==> src/rtl/vpfx_pkg.sv <==
package vpfx_pkg;

   localparam int WORD_W = 32;
   localparam int RM_W   = 24;
   localparam int ST_W   = 32;
   localparam int STEP_W = 7;
   localparam int MAJ_W  = 6;

   localparam logic [MAJ_W-1:0] PFX_MAJOR = 6'b000001;

   // MSB-first bit positions of the identity bits inside a prefix word
   localparam int PFX_ID_A = 7;
   localparam int PFX_ID_B = 9;

   // Remap layout, most significant member first (MSB-first bit 0 on top)
   typedef struct packed {
      logic       msk_mode;
      logic [2:0] mask;
      logic [1:0] elw;
      logic [1:0] src_elw;
      logic [1:0] subvl;
      logic [8:0] extra;
      logic [4:0] mode;
   } remap_t;

   // Vector state layout, most significant member first
   typedef struct packed {
      logic [STEP_W-1:0] maxvl;
      logic [STEP_W-1:0] vl;
      logic [STEP_W-1:0] srcstep;
      logic [STEP_W-1:0] dststep;
      logic [1:0]        subvl;
      logic [1:0]        svstep;
   } vstate_t;

   // LSB-first index of MSB-first bit k in a word of width w
   function automatic int lsb_idx(input int k, input int w);
      return w - 1 - k;
   endfunction

   // MSB-first source bit in the fetched word for remap bit g
   function automatic int remap_src(input int g);
      if (g == 0) return 6;
      if (g == 1) return 8;
      return g + 8;
   endfunction

endpackage

==> src/rtl/vpfx_detect.sv <==
module vpfx_detect
   import vpfx_pkg::*;
#(
   parameter int W_WORD = WORD_W,
   parameter int W_RM   = RM_W
) (
   input  logic [W_WORD-1:0] word_i,
   output logic              is_pfx_o,
   output logic [W_RM-1:0]   remap_o
);

   localparam int MAJ_HI = W_WORD - 1;

   if (W_WORD != 32) begin : g_bad_word
      $error("vpfx_detect: word width must be 32");
   end
   if (W_RM != 24) begin : g_bad_rm
      $error("vpfx_detect: remap width must be 24");
   end

   logic [MAJ_W-1:0] major;
   logic             id_a;
   logic             id_b;
   logic [W_RM-1:0]  gathered;

   assign major = word_i[MAJ_HI -: MAJ_W];
   assign id_a  = word_i[lsb_idx(PFX_ID_A, W_WORD)];
   assign id_b  = word_i[lsb_idx(PFX_ID_B, W_WORD)];

   for (genvar g = 0; g < W_RM; g++) begin : g_gather
      assign gathered[lsb_idx(g, W_RM)] = word_i[lsb_idx(remap_src(g), W_WORD)];
   end

   always_comb begin
      is_pfx_o = (major == PFX_MAJOR) && id_a && id_b;
      remap_o  = is_pfx_o ? gathered : '0;
   end

endmodule

==> src/rtl/vpfx_step.sv <==
module vpfx_step
   import vpfx_pkg::*;
#(
   parameter int W_ST   = ST_W,
   parameter int W_STEP = STEP_W
) (
   input  logic            clk,
   input  logic            rst_n,
   input  logic            st_wr_i,
   input  logic [W_ST-1:0] st_wdata_i,
   input  logic            adv_i,
   output vstate_t         state_o,
   output logic            last_o
);

   if (W_ST != $bits(vstate_t)) begin : g_bad_st
      $error("vpfx_step: state width mismatch");
   end
   if (W_STEP != STEP_W) begin : g_bad_step
      $error("vpfx_step: step width mismatch");
   end

   localparam logic [W_STEP:0] ONE_X = (W_STEP+1)'(1);

   vstate_t           st_q;
   vstate_t           st_d;
   logic [W_STEP:0]   step_p1;
   logic [W_STEP:0]   vl_x;
   logic              vl_zero;

   always_comb begin
      step_p1 = {1'b0, st_q.srcstep} + ONE_X;
      vl_x    = {1'b0, st_q.vl};
      vl_zero = (st_q.vl == '0);
      last_o  = vl_zero || (step_p1 >= vl_x);
   end

   always_comb begin
      st_d = st_q;
      if (st_wr_i) begin
         st_d = vstate_t'(st_wdata_i);
      end else if (adv_i) begin
         st_d.srcstep = last_o ? '0 : step_p1[W_STEP-1:0];
      end
   end

   always_ff @(posedge clk or negedge rst_n) begin
      if (!rst_n) st_q <= '0;
      else        st_q <= st_d;
   end

   assign state_o = st_q;

endmodule

==> src/rtl/vpfx_pc.sv <==
module vpfx_pc #(
   parameter int              W_PC     = 32,
   parameter logic [W_PC-1:0] PC_RESET = '0
) (
   input  logic            clk,
   input  logic            rst_n,
   input  logic            issue_i,
   input  logic            pfx_i,
   input  logic            last_i,
   output logic [W_PC-1:0] pc_o,
   output logic [W_PC-1:0] sfx_addr_o
);

   if (W_PC < 4) begin : g_bad_pc
      $error("vpfx_pc: program counter too narrow");
   end

   localparam logic [W_PC-1:0] STEP_ONE = W_PC'(4);
   localparam logic [W_PC-1:0] STEP_TWO = W_PC'(8);

   logic [W_PC-1:0] pc_q;
   logic [W_PC-1:0] pc_inc;

   always_comb begin
      pc_inc = '0;
      if (issue_i) begin
         if (!pfx_i)      pc_inc = STEP_ONE;
         else if (last_i) pc_inc = STEP_TWO;
      end
   end

   always_ff @(posedge clk or negedge rst_n) begin
      if (!rst_n) pc_q <= PC_RESET;
      else        pc_q <= pc_q + pc_inc;
   end

   assign pc_o       = pc_q;
   assign sfx_addr_o = pc_q + STEP_ONE;

endmodule

==> src/rtl/vpfx_step_seq.sv <==
module vpfx_step_seq
   import vpfx_pkg::*;
#(
   parameter int              PC_W     = 32,
   parameter logic [PC_W-1:0] RESET_PC = '0
) (
   input  logic             clk,
   input  logic             rst_n,
   input  logic [31:0]      fetch_word_i,
   input  logic [31:0]      next_word_i,
   input  logic             issue_i,
   input  logic             st_wr_i,
   input  logic [31:0]      st_wdata_i,
   output logic [PC_W-1:0]  pc_o,
   output logic [PC_W-1:0]  sfx_addr_o,
   output logic             is_pfx_o,
   output logic [31:0]      insn_o,
   output logic [23:0]      remap_o,
   output logic             rm_msk_mode_o,
   output logic [2:0]       rm_mask_o,
   output logic [1:0]       rm_elw_o,
   output logic [1:0]       rm_src_elw_o,
   output logic [1:0]       rm_subvl_o,
   output logic [8:0]       rm_extra_o,
   output logic [4:0]       rm_mode_o,
   output logic [31:0]      state_o,
   output logic [6:0]       maxvl_o,
   output logic [6:0]       vl_o,
   output logic [6:0]       srcstep_o,
   output logic             elem_last_o
);

   if ($bits(remap_t) != RM_W) begin : g_bad_remap
      $error("vpfx_step_seq: remap layout width mismatch");
   end

   logic    pfx;
   logic    loop_last;
   remap_t  rm;
   vstate_t st;

   vpfx_detect #(
      .W_WORD (WORD_W),
      .W_RM   (RM_W)
   ) u_detect (
      .word_i   (fetch_word_i),
      .is_pfx_o (pfx),
      .remap_o  (rm)
   );

   vpfx_step #(
      .W_ST   (ST_W),
      .W_STEP (STEP_W)
   ) u_step (
      .clk        (clk),
      .rst_n      (rst_n),
      .st_wr_i    (st_wr_i),
      .st_wdata_i (st_wdata_i),
      .adv_i      (issue_i && pfx),
      .state_o    (st),
      .last_o     (loop_last)
   );

   vpfx_pc #(
      .W_PC     (PC_W),
      .PC_RESET (RESET_PC)
   ) u_pc (
      .clk        (clk),
      .rst_n      (rst_n),
      .issue_i    (issue_i),
      .pfx_i      (pfx),
      .last_i     (loop_last),
      .pc_o       (pc_o),
      .sfx_addr_o (sfx_addr_o)
   );

   always_comb begin
      is_pfx_o      = pfx;
      insn_o        = pfx ? next_word_i : fetch_word_i;
      remap_o       = rm;
      rm_msk_mode_o = rm.msk_mode;
      rm_mask_o     = rm.mask;
      rm_elw_o      = rm.elw;
      rm_src_elw_o  = rm.src_elw;
      rm_subvl_o    = rm.subvl;
      rm_extra_o    = rm.extra;
      rm_mode_o     = rm.mode;
      state_o       = st;
      maxvl_o       = st.maxvl;
      vl_o          = st.vl;
      srcstep_o     = st.srcstep;
      elem_last_o   = !pfx || loop_last;
   end

endmodule

==> config.mk <==
export PLATFORM = sky130hd
export DESIGN_NAME = vpfx_step_seq
export DESIGN_NICKNAME = d
export VERILOG_FILES = /design/src/rtl/vpfx_pkg.sv /design/src/rtl/vpfx_detect.sv /design/src/rtl/vpfx_step.sv /design/src/rtl/vpfx_pc.sv /design/src/rtl/vpfx_step_seq.sv
export SDC_FILE = /design/constraint.sdc
export NUM_CORES = 1
export LEC_CHECK = 0
export BUFFER_PORTS_ARGS = -buffer_cell sky130_fd_sc_hd__buf_2
export CORE_MARGIN = 3
export CORE_UTILIZATION = 40
export CTS_CLUSTER_DIAMETER = 200
export DETAILED_ROUTE_END_ITERATION = 12
export HOLD_SLACK_MARGIN = 0.12
export PLACE_DENSITY = 0.85
export SLEW_MARGIN = 30
export SYNTH_ARGS = -nofsm -noshare
export SYNTH_HDL_FRONTEND = slang
export SYNTH_HIERARCHICAL = 1
export SYNTH_SLANG_ARGS = --single-unit
==> constraint.sdc <==
create_clock -name clk -period 3.3 [get_ports clk]
set_input_delay 0.495 -clock clk [delete_from_list [all_inputs] [get_ports clk]]
set_output_delay 0.495 -clock clk [all_outputs]
set_load 0.005 [all_outputs]
# Word-level counts from Yosys, hierarchy flattened
# Cells that the tools add are included.
# op_classes
n_reduce_logical,8
add_sub_neg,3
eq_ne,1
n_mux,8
n_lt_le_gt_ge,1
# ops
op,n
two-way mux 32 bit,3
"adder 32 x 3 -> 32 bit, second input constant",1
adder 32 bit,1
two-way mux 24 bit,1
two-way mux 7 bit,3
"adder 7 x 1 -> 8 bit, second input constant",1
greater-or-equal comparator 8 x 7 -> 1 bit,1
logical NOT 7 bit,1
"equality test 6 x 1 -> 1 bit, second input constant",1
two-way mux 4 bit,1
logical AND 1 bit,3
logical OR 1 bit,2
nonzero test 2 bit,1
logical NOT 1 bit,1
# totals
regBits,64
inputBits,100
out_inout_bits,199
wordCells,28

# Longest topological paths before layout
# logic_depth
word_depth,7
depth_mapped,15
ltp_nobuf,15

# By module
# The synthesis kept the hierarchy.
# by_module_without_submodules
mod,n_inst,area_per_inst_um2,cells_per_inst
vpfx_pc,1,2050.7,213
vpfx_step,1,1557.7,136
vpfx_step_seq,1,882.1,83
vpfx_detect,1,397.9,57

# Worst setup path before layout
# Ideal clock, no wire load.
# synth_timing
kind,register -> register
from,reg u_step.st_q (netlist bit u_step/state_o[14])
to,"reg u_pc.pc_q[9], in the netlist u_pc/pc_o[9]"
arrival_time_ns,3.198
setup_time_ns,0.130
path_stages_with_launch,16
slack_ns,-0.028
path_cell_list,dfrtp_1 and3_1 and3_1 xor2_1 ha_1 a21o_1 a22o_1 a311oi_2 nand2_2 nand3_1 inv_1 ha_1 a21oi_1 nor2_1 nand3_1 xnor2_1
# synth_via
elab_chain_cells,7
# synth_rtl
item,line,rtl
from (decl),vpfx_step.sv:25,vstate_t st_q;
from (signal assigned),vpfx_step.sv:49,else st_q <= st_d;
adder 7 x 1 -> 8 bit,vpfx_step.sv:32,"step_p1 = {1'b0, st_q.srcstep} + ONE_X;"
greater-or-equal comparator 8 x 7 -> 1 bit,vpfx_step.sv:35,last_o = vl_zero || (step_p1 >= vl_x);
logical OR 1 bit,vpfx_step.sv:35,
net loop_last,vpfx_step_seq.sv:38,logic loop_last;
two-way mux 4 bit,vpfx_pc.sv:28,else if (last_i) pc_inc = STEP_TWO;
two-way mux 32 bit,vpfx_pc.sv:27,if (!pfx_i) pc_inc = STEP_ONE;
two-way mux 32 bit,vpfx_pc.sv:26,if (issue_i) begin
adder 32 bit,vpfx_pc.sv:34,else pc_q <= pc_q + pc_inc;
to (signal assigned),vpfx_pc.sv:34,
to (decl),vpfx_pc.sv:21,logic [W_PC-1:0] pc_q;
# The timed path passes the listed nets, and every way through them passes these cells.
# A chain may end at the register's enable or synchronous reset.

# Worst setup path after layout
# layout_timing
from,reg u_step.st_q (netlist bit u_step/state_o[14])
to,"reg u_pc.pc_q[21], in the netlist u_pc/pc_o[21]"
# Same word-level chain as after synthesis.

==> impl_metrics.csv <==
group,metric,value,unit
run_status,status,"complete, but fails checks",
run_status,violations,"negative setup slack",
place,place_inst,867,
route,via_per_inst,5.04,
layout,nets,854,
place,dp_slack,-0.180,ns
floorplan,die_y,117,um
flow_run,cap_violations,0,
critical_path,r2r_end,"u_pc/pc_o[21]",
layout,num_antenna_cells,0,
synthesis,synth_cell_types,48,
route,routed_wl,14700,um
pwr,p_seq_share,35.1,%
clock_tree,cts_tree,"done",
pwr,clock_power_share,36.7,%
synthesis,synth_top_area_cell,"dfrtp_1",
layout,syn2layout_area_growth,34.4,%
synthesis,synthesis.area,4890,sq um
global_route,grt_pass1_vias,4112,
critical_path,crit_path_start_kind,"flip-flop",
critical_path,ff2ff_path_depth,15,
clock_tree,path_clk_slew,0.06,ns
global_route,grt_pass1_wl,21400,um
critical_path,path_cells,"and3_4 -> and3_4 -> xor2_2 -> ha_1 -> a21o_1 -> a22o_1 -> a311oi_2 -> nand2_2 -> nand3_2 -> inv_2 -> ha_4 -> a21oi_4 -> nor4_4 -> nand4_1 -> xnor2_1",
synthesis,ys_seq_area_share,31.7,%
floorplan,die_area,13600,sq um
timing,hold_viol_final,0,
place,post-dp-hpwl,11600,um
synthesis,synth_top_area_share,31.7,%
critical_path,cp_max_fo,5,
critical_path,slowest_delay,0.38,ns
synthesis,ys_ff_latch,62,
clock_tree,cts-buffers-inserted,9,
route,ant_nets,0,
timing,maxSlewHeadroom,39.5,%
floorplan,rows,39,
timing,rsz0062_at_grt,"true",
layout,final_cell_mix,"buf_2 (292), dfrtp_1 (62), xnor2_1 (41)",
timing,final.period_utilization,101,%
critical_path,cp_common_cell,"and3_4",
pwr,p_int,1930,uW
route,dr.pass1.iters,5,
route,wl_per_cell,16.5,um
pwr,switching_power,880,uW
timing,setup_violations,3,
route,drt-initial-drc-count,406,
pwr,combPwrFrac,28.2,%
critical_path,arrival,3.52,ns
clock_tree,cts-htree-levels,3,
floorplan,initial_utilization,41.9,%
synthesis,postSynthCellCount,489,
timing,worstMarginPinSlew,0.907,ns
global_route,antenna_found_initial,0,
synthesis,postSynthAreaPerCell,10.0,sq um
pwr,ir_drop,460,uV
global_route,grt_usage,19.7,%
global_route,grt_max_degree,53,
synthesis,synth-edff-count,0,
timing,finalMaxSlewViolations,0,
timing,finalClockSkew,0.0124,ns
layout,num-fill-cells,1016,
synthesis,ys_warn_count,6,
clock_tree,clock_path_buffers,2,
clock_tree,cts-root-buf,"clkbuf_16",
route,vias,4482,
synthesis,synth.area.top_cells,"dfrtp_1 (32%), mux2_4 (8.6%), buf_4 (7.5%), xnor2_1 (7.5%), mux2_2 (5.3%)",
floorplan,core_area,11700,sq um
pwr,p_leak,0.00350,uW
critical_path,rr_startpoint,"u_step/state_o[14]",
layout,layout-drive-gt1-share,57.4,%
critical_path,crit_type,"flip-flop to flip-flop",
clock_tree,cts.sinks,62,
pwr,powerDensity,428,nW/um^2
critical_path,cp_top_family,"simple AND/OR/NAND/NOR gates",
timing,period_needed,3.33,ns
synthesis,synth-main-ff-cell,"dfrtp_1",
critical_path,slowest_stage,"dfrtp_1",
floorplan,die_w,117,um
timing,timing.fmax,0.300,GHz
critical_path,crit_path_end_kind,"flip-flop",
critical_path,r2r_slack,-0.03,ns
clock_tree,cts_hold_buffers,0,
clock_tree,clock_latency,0.32,ns
global_route,overflow,0,
layout,layout_commonest_cell,"buf_2",
synthesis,async_flop_share,100,%
route,route.detailed.drc,0,
timing,setup_ws,-0.0290,ns
hold_path,hp-class,"input port to asynchronous set/reset pin",
critical_path,worstPathRequired,3.49,ns
pwr,swShare,31.3,%
place,gp_congestion,0.868,
floorplan,pin_count,299,
place,io_buffers,294,
layout,fin_cells,890,
critical_path,path_buf_inv,1,
power groups by stage:
stage	combinational, uW	clock [uW]	sequential [uW]
2_1_floorplan	434	0	972
3_3_place_gp	729	0	988
3_5_place_dp	747	0	994
4_1_cts	773	1060	986
5_1_grt	875	1100	1000
6_report	791	1030	987
how the worst max path moves through the flow:
stage	start	end	cells past startpoint
floorplan	u_step/state_o[14]	u_pc/pc_o[28]	13
global placement	u_step/state_o[14]	u_pc/pc_o[11]	16
detailed placement	u_step/state_o[14]	u_pc/pc_o[11]	16
global route	u_step/state_o[14]	u_pc/pc_o[29]	15
CTS	u_step/state_o[14]	u_pc/pc_o[21]	15
finish	u_step/state_o[14]	u_pc/pc_o[21]	15
worst reg2reg max path, cell delays in order, from the launching register on:
cell      delay [ns]
dfrtp_1         0.38
and3_4          0.18
and3_4          0.18
xor2_2          0.15
ha_1            0.30
a21o_1          0.16
a22o_1          0.21
a311oi_2        0.30
nand2_2         0.13
nand3_2         0.12
inv_2           0.05
ha_4            0.26
a21oi_4         0.07
nor4_4          0.35
nand4_1         0.16
xnor2_1         0.17
kinds of logic (layout without fill, tap and decap cells):
logic type                 Yosys count  in the layout  synth area share, %
xor gates and xnor gates            61             61                 10.9
other                                1              4               0.0767
AOI/OAI and AO/OA                   28             28                 3.38
adders and majority gates           12             12                 3.22
and+or+nand+nor                    157            157                 21.8
muxes                               51             51                 13.9
DFF                                 62             62                 31.7
buffers and inverters              117            372                 14.9
metal layers:
layer	vias to the layer above	share of wire [%]	track usage [%]
met3	6	6.7	3.68
met5	-	0	0
met4	0	0.41	3.21
met1	2150	43	27.9
li1	2122	-	-
met2	204	50	32.0
sequential cells by signal, indices dropped and copies added (netlist names):
signal / cells
u_step/state_o: 32
u_pc/pc_o: 30
area by class of cell:
class	instances	area, sq um	share of cell area, %
clock buffers	10	239	3.64
clock inverters	6	92.6	1.41
inverters	38	143	2.17
multi-input cells	313	2700	41.0
flip-flops and latches	62	1550	23.6
well taps	143	179	2.72
repair buffers	318	1670	25.4
synthesized netlist by cell type (2+ instances only):
master / count
ha_1: 11
nor4_2: 3
buf_2: 13
mux2_2: 23
nor3_4: 2
nor2_1: 11
nor3_2: 18
nand3b_1: 5
and3_1: 6
xnor2_1: 42
nand3_1: 19
xor2_1: 19
nand2_1: 31
o21ai_1: 6
buf_6: 3
nor4_4: 4
nor3b_1: 7
nor3_1: 14
o21ai_0: 8
buf_4: 49
and2_1: 2
clkbuf_1: 8
buf_12: 2
a21oi_1: 9
mux2_4: 28
nor4_1: 6
nand4_1: 16
dfrtp_1: 62
nand2b_1: 4
buf_8: 3
inv_1: 38
repair_timing:
action                     in CTS  in global routing
resized for setup               6                  8
pin swaps                       5                 12
setup buffers                   2                  5
setup endpoints to repair      12                 16
metrics by stage:
stage	area [sq um]	setup TNS [ns]	util [%]	hold slack [ns]	total power, uW
3_5_place_dp	6100	-0.486	52.3	0.493	1740
6_report	6570	-0.0474	56.3	0.134	2810
2_1_floorplan	4900	0	-	0.199	1410
5_1_grt	6570	-1.08	56.3	0.160	2980
4_1_cts	6480	0	55.6	0.312	2820
3_3_place_gp	6100	-0.129	52.3	0.483	1720
Note: power is estimated with default switching activity, not from simulation.
